<file path="src/rtl/cpb_pkg.sv">
package cpb_pkg;
  // Word offsets, bits 2:1 of the address
  localparam logic [1:0] WSEL_PINS   = 2'd0;
  localparam logic [1:0] WSEL_STROBE = 2'd1;
  localparam logic [1:0] WSEL_STATUS = 2'd2;

  typedef struct packed {
    logic ldPins;
    logic ldStrobe;
    logic rdStatus;
  } strobe_t;
endpackage

</file>
<file path="src/rtl/cpb_ctrl.sv">
module cpb_ctrl
  import cpb_pkg::*;
#(
  parameter int ADDR_W = 24
) (
  input  logic              clk,
  input  logic              rstN,
  input  logic [ADDR_W-1:0] busAddr,
  input  logic              busCs,
  input  logic              busWe,
  input  logic              busOe,
  output strobe_t           strb
);
  logic       inWindow;
  logic [1:0] wordSel;

  assign inWindow = (busAddr[ADDR_W-1:3] == '0);
  assign wordSel  = busAddr[2:1];

  always_comb begin
    strb          = '0;
    strb.ldPins   = busCs && busWe && inWindow && (wordSel == WSEL_PINS);
    strb.ldStrobe = busCs && busWe && inWindow && (wordSel == WSEL_STROBE);
    strb.rdStatus = busCs && busOe && inWindow && (wordSel == WSEL_STATUS);
  end


  no_load_without_we_chk: assert property (@(posedge clk) disable iff (!rstN)
    !(busCs && busWe) |-> !strb.ldPins && !strb.ldStrobe);


  status_write_ignored_chk: assert property (@(posedge clk) disable iff (!rstN)
    (busAddr[2:1] == 2'd2 || busAddr[2:1] == 2'd3) |-> !strb.ldPins && !strb.ldStrobe);
endmodule

</file>
<file path="src/rtl/cpb_dp.sv">
module cpb_dp
  import cpb_pkg::*;
#(
  parameter int DATA_W    = 16,
  parameter bit BYTE_MODE = 1'b1,
  parameter int PIN_W     = BYTE_MODE ? 8 : 1
) (
  input  logic              clk,
  input  logic              rstN,
  input  strobe_t           strb,
  input  logic [DATA_W-1:0] busWrData,
  output logic [DATA_W-1:0] busRdData,
  output logic              tgtClk,
  output logic [PIN_W-1:0]  tgtData,
  output logic              tgtProgN,
  output logic              tgtSelN,
  output logic              tgtWrN,
  input  logic              tgtInit,
  input  logic              tgtDone,
  input  logic              tgtBusy
);
  localparam int STAT_W = 3;

  logic [STAT_W-1:0] statRaw, syncA, syncB, statReg;

  // Pin register: layout picked by mode
  generate
    if (BYTE_MODE) begin : g_byte
      always_ff @(posedge clk or negedge rstN) begin
        if (!rstN) begin
          tgtClk  <= 1'b0;
          tgtData <= '0;
        end else if (strb.ldPins) begin
          tgtClk  <= busWrData[0];
          tgtData <= busWrData[PIN_W:1];
        end
      end
      always_ff @(posedge clk or negedge rstN) begin
        if (!rstN) begin
          tgtProgN <= 1'b1;
          tgtWrN   <= 1'b1;
          tgtSelN  <= 1'b1;
        end else if (strb.ldStrobe) begin
          tgtProgN <= busWrData[0];
          tgtWrN   <= busWrData[1];
          tgtSelN  <= busWrData[2];
        end
      end
      assign statRaw = {tgtBusy, tgtDone, tgtInit};
    end else begin : g_serial
      always_ff @(posedge clk or negedge rstN) begin
        if (!rstN) begin
          tgtClk  <= 1'b0;
          tgtData <= '0;
        end else if (strb.ldPins) begin
          tgtData <= busWrData[0 +: PIN_W];
          tgtClk  <= busWrData[1];
        end
      end
      always_ff @(posedge clk or negedge rstN) begin
        if (!rstN) tgtProgN <= 1'b1;
        else if (strb.ldStrobe) tgtProgN <= busWrData[0];
      end
      assign tgtWrN  = 1'b1;
      assign tgtSelN = 1'b1;
      assign statRaw = {1'b0 & tgtBusy, tgtDone, tgtInit};
    end
  endgenerate

  // Two-flop synchroniser, then the status register
  always_ff @(posedge clk or negedge rstN) begin
    if (!rstN) begin
      syncA   <= '0;
      syncB   <= '0;
      statReg <= '0;
    end else begin
      syncA   <= statRaw;
      syncB   <= syncA;
      statReg <= syncB;
    end
  end

  assign busRdData = strb.rdStatus ? {{(DATA_W-STAT_W){1'b0}}, statReg} : '0;


  clk_load_chk: assert property (@(posedge clk) disable iff (!rstN)
    strb.ldPins |=> (tgtClk == (BYTE_MODE ? $past(busWrData[0]) : $past(busWrData[1]))));


  prog_load_chk: assert property (@(posedge clk) disable iff (!rstN)
    strb.ldStrobe |=> (tgtProgN == $past(busWrData[0])));


  pins_hold_chk: assert property (@(posedge clk) disable iff (!rstN)
    !strb.ldPins |=> $stable({tgtClk, tgtData}));


  strobes_hold_chk: assert property (@(posedge clk) disable iff (!rstN)
    !strb.ldStrobe |=> $stable({tgtProgN, tgtSelN, tgtWrN}));


  idle_read_zero_chk: assert property (@(posedge clk) disable iff (!rstN)
    !strb.rdStatus |-> (busRdData == '0));
endmodule

</file>
<file path="src/rtl/cfg_pin_bridge.sv">
module cfg_pin_bridge
  import cpb_pkg::*;
#(
  parameter int ADDR_W    = 24,
  parameter int DATA_W    = 16,
  parameter bit BYTE_MODE = 1'b1,
  parameter int PIN_W     = BYTE_MODE ? 8 : 1
) (
  input  logic              clk,
  input  logic              rstN,
  input  logic [ADDR_W-1:0] busAddr,
  input  logic [DATA_W-1:0] busWrData,
  input  logic              busCs,
  input  logic              busWe,
  input  logic              busOe,
  output logic [DATA_W-1:0] busRdData,
  output logic              tgtClk,
  output logic [PIN_W-1:0]  tgtData,
  output logic              tgtProgN,
  output logic              tgtSelN,
  output logic              tgtWrN,
  input  logic              tgtInit,
  input  logic              tgtDone,
  input  logic              tgtBusy
);
  strobe_t strb;

  cpb_ctrl #(.ADDR_W(ADDR_W)) uCtrl (
    .clk(clk), .rstN(rstN), .busAddr(busAddr),
    .busCs(busCs), .busWe(busWe), .busOe(busOe), .strb(strb)
  );

  cpb_dp #(.DATA_W(DATA_W), .BYTE_MODE(BYTE_MODE), .PIN_W(PIN_W)) uDp (
    .clk(clk), .rstN(rstN), .strb(strb),
    .busWrData(busWrData), .busRdData(busRdData),
    .tgtClk(tgtClk), .tgtData(tgtData), .tgtProgN(tgtProgN),
    .tgtSelN(tgtSelN), .tgtWrN(tgtWrN),
    .tgtInit(tgtInit), .tgtDone(tgtDone), .tgtBusy(tgtBusy)
  );
endmodule

</file>
<file path="config.mk">
export PLATFORM = sky130hd
export DESIGN_NAME = cfg_pin_bridge
export DESIGN_NICKNAME = d
export VERILOG_FILES = /design/src/rtl/cpb_pkg.sv /design/src/rtl/cpb_ctrl.sv /design/src/rtl/cpb_dp.sv /design/src/rtl/cfg_pin_bridge.sv
export SDC_FILE = /design/constraint.sdc
export NUM_CORES = 1
export LEC_CHECK = 0
export ABC_AREA = 1
export CORE_ASPECT_RATIO = 0.6
export CORE_UTILIZATION = 35
export CTS_CLUSTER_SIZE = 24
export DETAILED_ROUTE_END_ITERATION = 7
export PLACE_DENSITY_LB_ADDON = 0.3
export SYNTH_ARGS = -nofsm -noshare
export SYNTH_HDL_FRONTEND = slang
export SYNTH_SLANG_ARGS = --single-unit
</file>
<file path="constraint.sdc">
create_clock -name clk -period 2.2 [get_ports clk]
set_input_delay 0.44 -clock clk [delete_from_list [all_inputs] [get_ports clk]]
set_output_delay 0.44 -clock clk [all_outputs]
set_load 0.005 [all_outputs]
</file>
==> key figures, run 1 <==
Status
  • Outcome: finished, final reports clean

Hold path
  • Hold wc startpoint: uDp.syncB[2]
  • WHS Path Cells: 0
  • Hold endpoint: uDp.statReg[2]
  • Worst Hold Class: reg2reg

GRT
  • Initial antenna violation count: 0
  • Met2 Track Usage GR: between 20 and 30%
  • Met3 Use GR: 5.94%
  • Gr ovfl total: 0
  • Largest net degree at the start of global routing: 22
  • First-pass GRT wire length: around 3800 um
  • GRT Resource Usage Total: between 10% and 20%
  • Most used routing layer: met2
  • Number of global-route vias before repair: between 800 and 900
  • Grt met1 use: about a fifth

Cells and area
  • Layout Cells excl Fill: 202
  • Most common cell after layout, fill and taps aside: clkdlybuf4s50_1
  • Layout fillers: ~210
  • P&R area growth vs syn: 62.5%
  • Layout cells sized above 1: about 12%
  • Area of the multi-input gates: around 350 um2
  • ANT cells: 0
  • Sequential Area: roughly 530 um2
  • Final #Nets: between 200 and 250
  • Commonest non-fill, non-tap cells in the layout: clkdlybuf4s50_1 (51), nand2_1 (30), dfrtp_1 (18)

Power
  • Total chip power: between 0.7 and 0.8 mW
  • Worst IR Drop VDD: 0.317 mV
  • Lkg Pwr: around 0.75 nW
  • Pwr Density: 476 nW/um2

Critical path
  • Crit end category: output pin
  • Startpoint Class: input pin
  • CP arrival: around 1600 ps
  • Setup Crit Path Kind: in2out
  • Reg-to-reg endpoint: uDp.tgtSelN
  • Worst R2R Path Depth: 2
  • Worst reg2reg setup slack: 1510 ps
  • FF-to-FF Start: uDp.tgtSelN
  • Worst-path fanout max: 3
  • WP data required: around 1800 ps

Clock network
  • CTS tree: done
  • Clock tree sinks: 21
  • Clock latency on the worst-skew pair: between 200 and 300 ps
  • H-tree levels: 1
  • Max clock buf depth: 2
  • Root buffer cell: clkbuf_8
  • Worst-path clk slew: about 70 ps
  • Total CTS buffers: 3

Die
  • I/O Pins: 76
  • Die Height: 42.7 um
  • Core Rows: 14
  • Die width: approximately 70 um
  • Die area: approximately 3000 um2
  • Placeable Area: about 2600 um2
  • Starting Density: between 30% and 40%

Logic synthesis
  • Area share of the largest cell type after synthesis: around 47%
  • Post-synthesis sequential area ratio: about 55%
  • Top cells by area in the synthesized netlist: dfrtp_1 (47%), nand2_1 (12%), buf_4 (10%)
  • Synth Cell Area: 965 um2
  • Cell taking the most area after synthesis: dfrtp_1
  • Syn Area/Cell: about 8.9 um2
  • Synth cell types: 15
  • Synthesis-stage register bit count: 21
  • Synth warnings: 0
  • Cell count after synthesis: 108

Timing
  • Final hold violations: 0
  • Final min period: a little over 2000 ps
  • Setup violations, final: 0
  • Slew Limit Fails: 0
  • Clk_skew: ~0.85 ps
  • Tcrit/Tclk final: between 90 and 100%
  • Fmax: 487 MHz

Routing
  • Antenna-violating nets left: 0
  • DRC: 0
  • Aggregate routed wire length: about 2300 um
  • Via density: roughly 4.4
  • 1st-iter DRT viols: 22
  • First-pass DRT Iterations: 4
  • Wire length per cell: about 11 um
  • Routed vias: roughly 890

Placed design
  • Placed insts: about 200
  • RePlAce Congestion: 0.741
  • PortBufs: 54
  • DP Wirelength: 1850 um

Run
  • Max-cap viol count: 0
## power by group
part	switching (mW)	total, mW	internal (mW)
Sequential	0.00196	0.396	0.394
Clock	0.112	0.240	0.129
Combinational	0.0383	0.110	0.0716
Total	0.152	0.747	0.595
## sequential cells by signal (all words and copies together), names as in the netlist
signal and count:
uDp.tgtClk 1, uDp.tgtData 8, uDp.tgtSelN 1, uDp.tgtProgN 1, uDp.statReg 3, uDp.tgtWrN 1, uDp.syncB 3, uDp.syncA 3
## worst max-delay path: stages
cell and delay (ps):
clkdlybuf4s50_1 400, nor2_1 110, nand2_1 70, nor2_2 110, nand2_1 90, nor2_4 100
nand3_2 90, nor2_1 90, clkbuf_2 120
## per-layer routing
layer,share of wire [%],vias up
met5,0,-
met2,48,40
met3,8.7,0
met4,0,0
met1,43,408
li1,-,446
## synth_stat cells
cell,number
nor2_4,1
nand3_2,1
nand2_1,30
buf_6,1
clkbuf_1,1
dfstp_2,3
nand4_1,12
conb_1,1
nor2_2,1
dfrtp_1,18
inv_1,6
nor2_1,16
buf_4,13
nand3_1,3
and3_1,1
## through the flow
step                      setup slack (ps)  util, %  cell area [um2]  hold slack (ps)  TNS, ps
final                                  149     61.3             1570              349        0
after CTS                             30.6     61.6             1580              351        0
after global placement                -272     59.8             1530              333     -809
after floorplan                        642        -             1010              144        0
after detailed placement              -276     59.8             1530              335     -817
after global routing                 -7.86     61.3             1570              368    -11.7
## how the worst max path moves through the flow
stage	slack, ps	endpoint	cells after the start	startpoint
after detailed placement	-280	busRdData[2]	9	busAddr[3]
after global placement	-270	busRdData[2]	9	busAddr[3]
after CTS	30	busRdData[1]	9	busAddr[22]
after global routing	-8	busRdData[1]	9	busAddr[6]
final	150	busRdData[1]	9	busAddr[6]
after floorplan	640	busRdData[0]	7	busAddr[20]
## what timing repair did
item | 4_1_cts | 5_1_grt
endpoints found under the setup margin | 3 | 3
buffers inserted | 0 | 0
resized for setup | 4 | 7
pin swaps | 2 | 3
hold buffers | 0 | 0
## logic make-up (layout without fill, tap and decap cells)
family	after synthesis	after routing	share of synthesized area [%]
other	1	13	0.389
buffers and inverters	21	71	14.0
DFF	21	21	54.9
and+or+nand+nor	65	65	30.7
## cell type report
type	instances	share of cell area, %
repair buffers	61	36.9
flip-flops and latches	21	33.8
multi-input cells	78	22.5
clock buffers	4	2.87
well taps	32	2.55
inverters	6	1.44
Note: power is estimated with default switching activity, not from simulation.
==> run 2, diff against run 1 <==
--- a/config.mk
+++ b/config.mk
@@ -11,6 +11,7 @@
 export CTS_CLUSTER_SIZE = 24
 export DETAILED_ROUTE_END_ITERATION = 7
 export PLACE_DENSITY_LB_ADDON = 0.3
+export SLEW_MARGIN = 5
 export SYNTH_ARGS = -nofsm -noshare
 export SYNTH_HDL_FRONTEND = slang
 export SYNTH_SLANG_ARGS = --single-unit
==> results of run 2 <==
No change in the layout: final DEF, timing and power equal those of run 1.
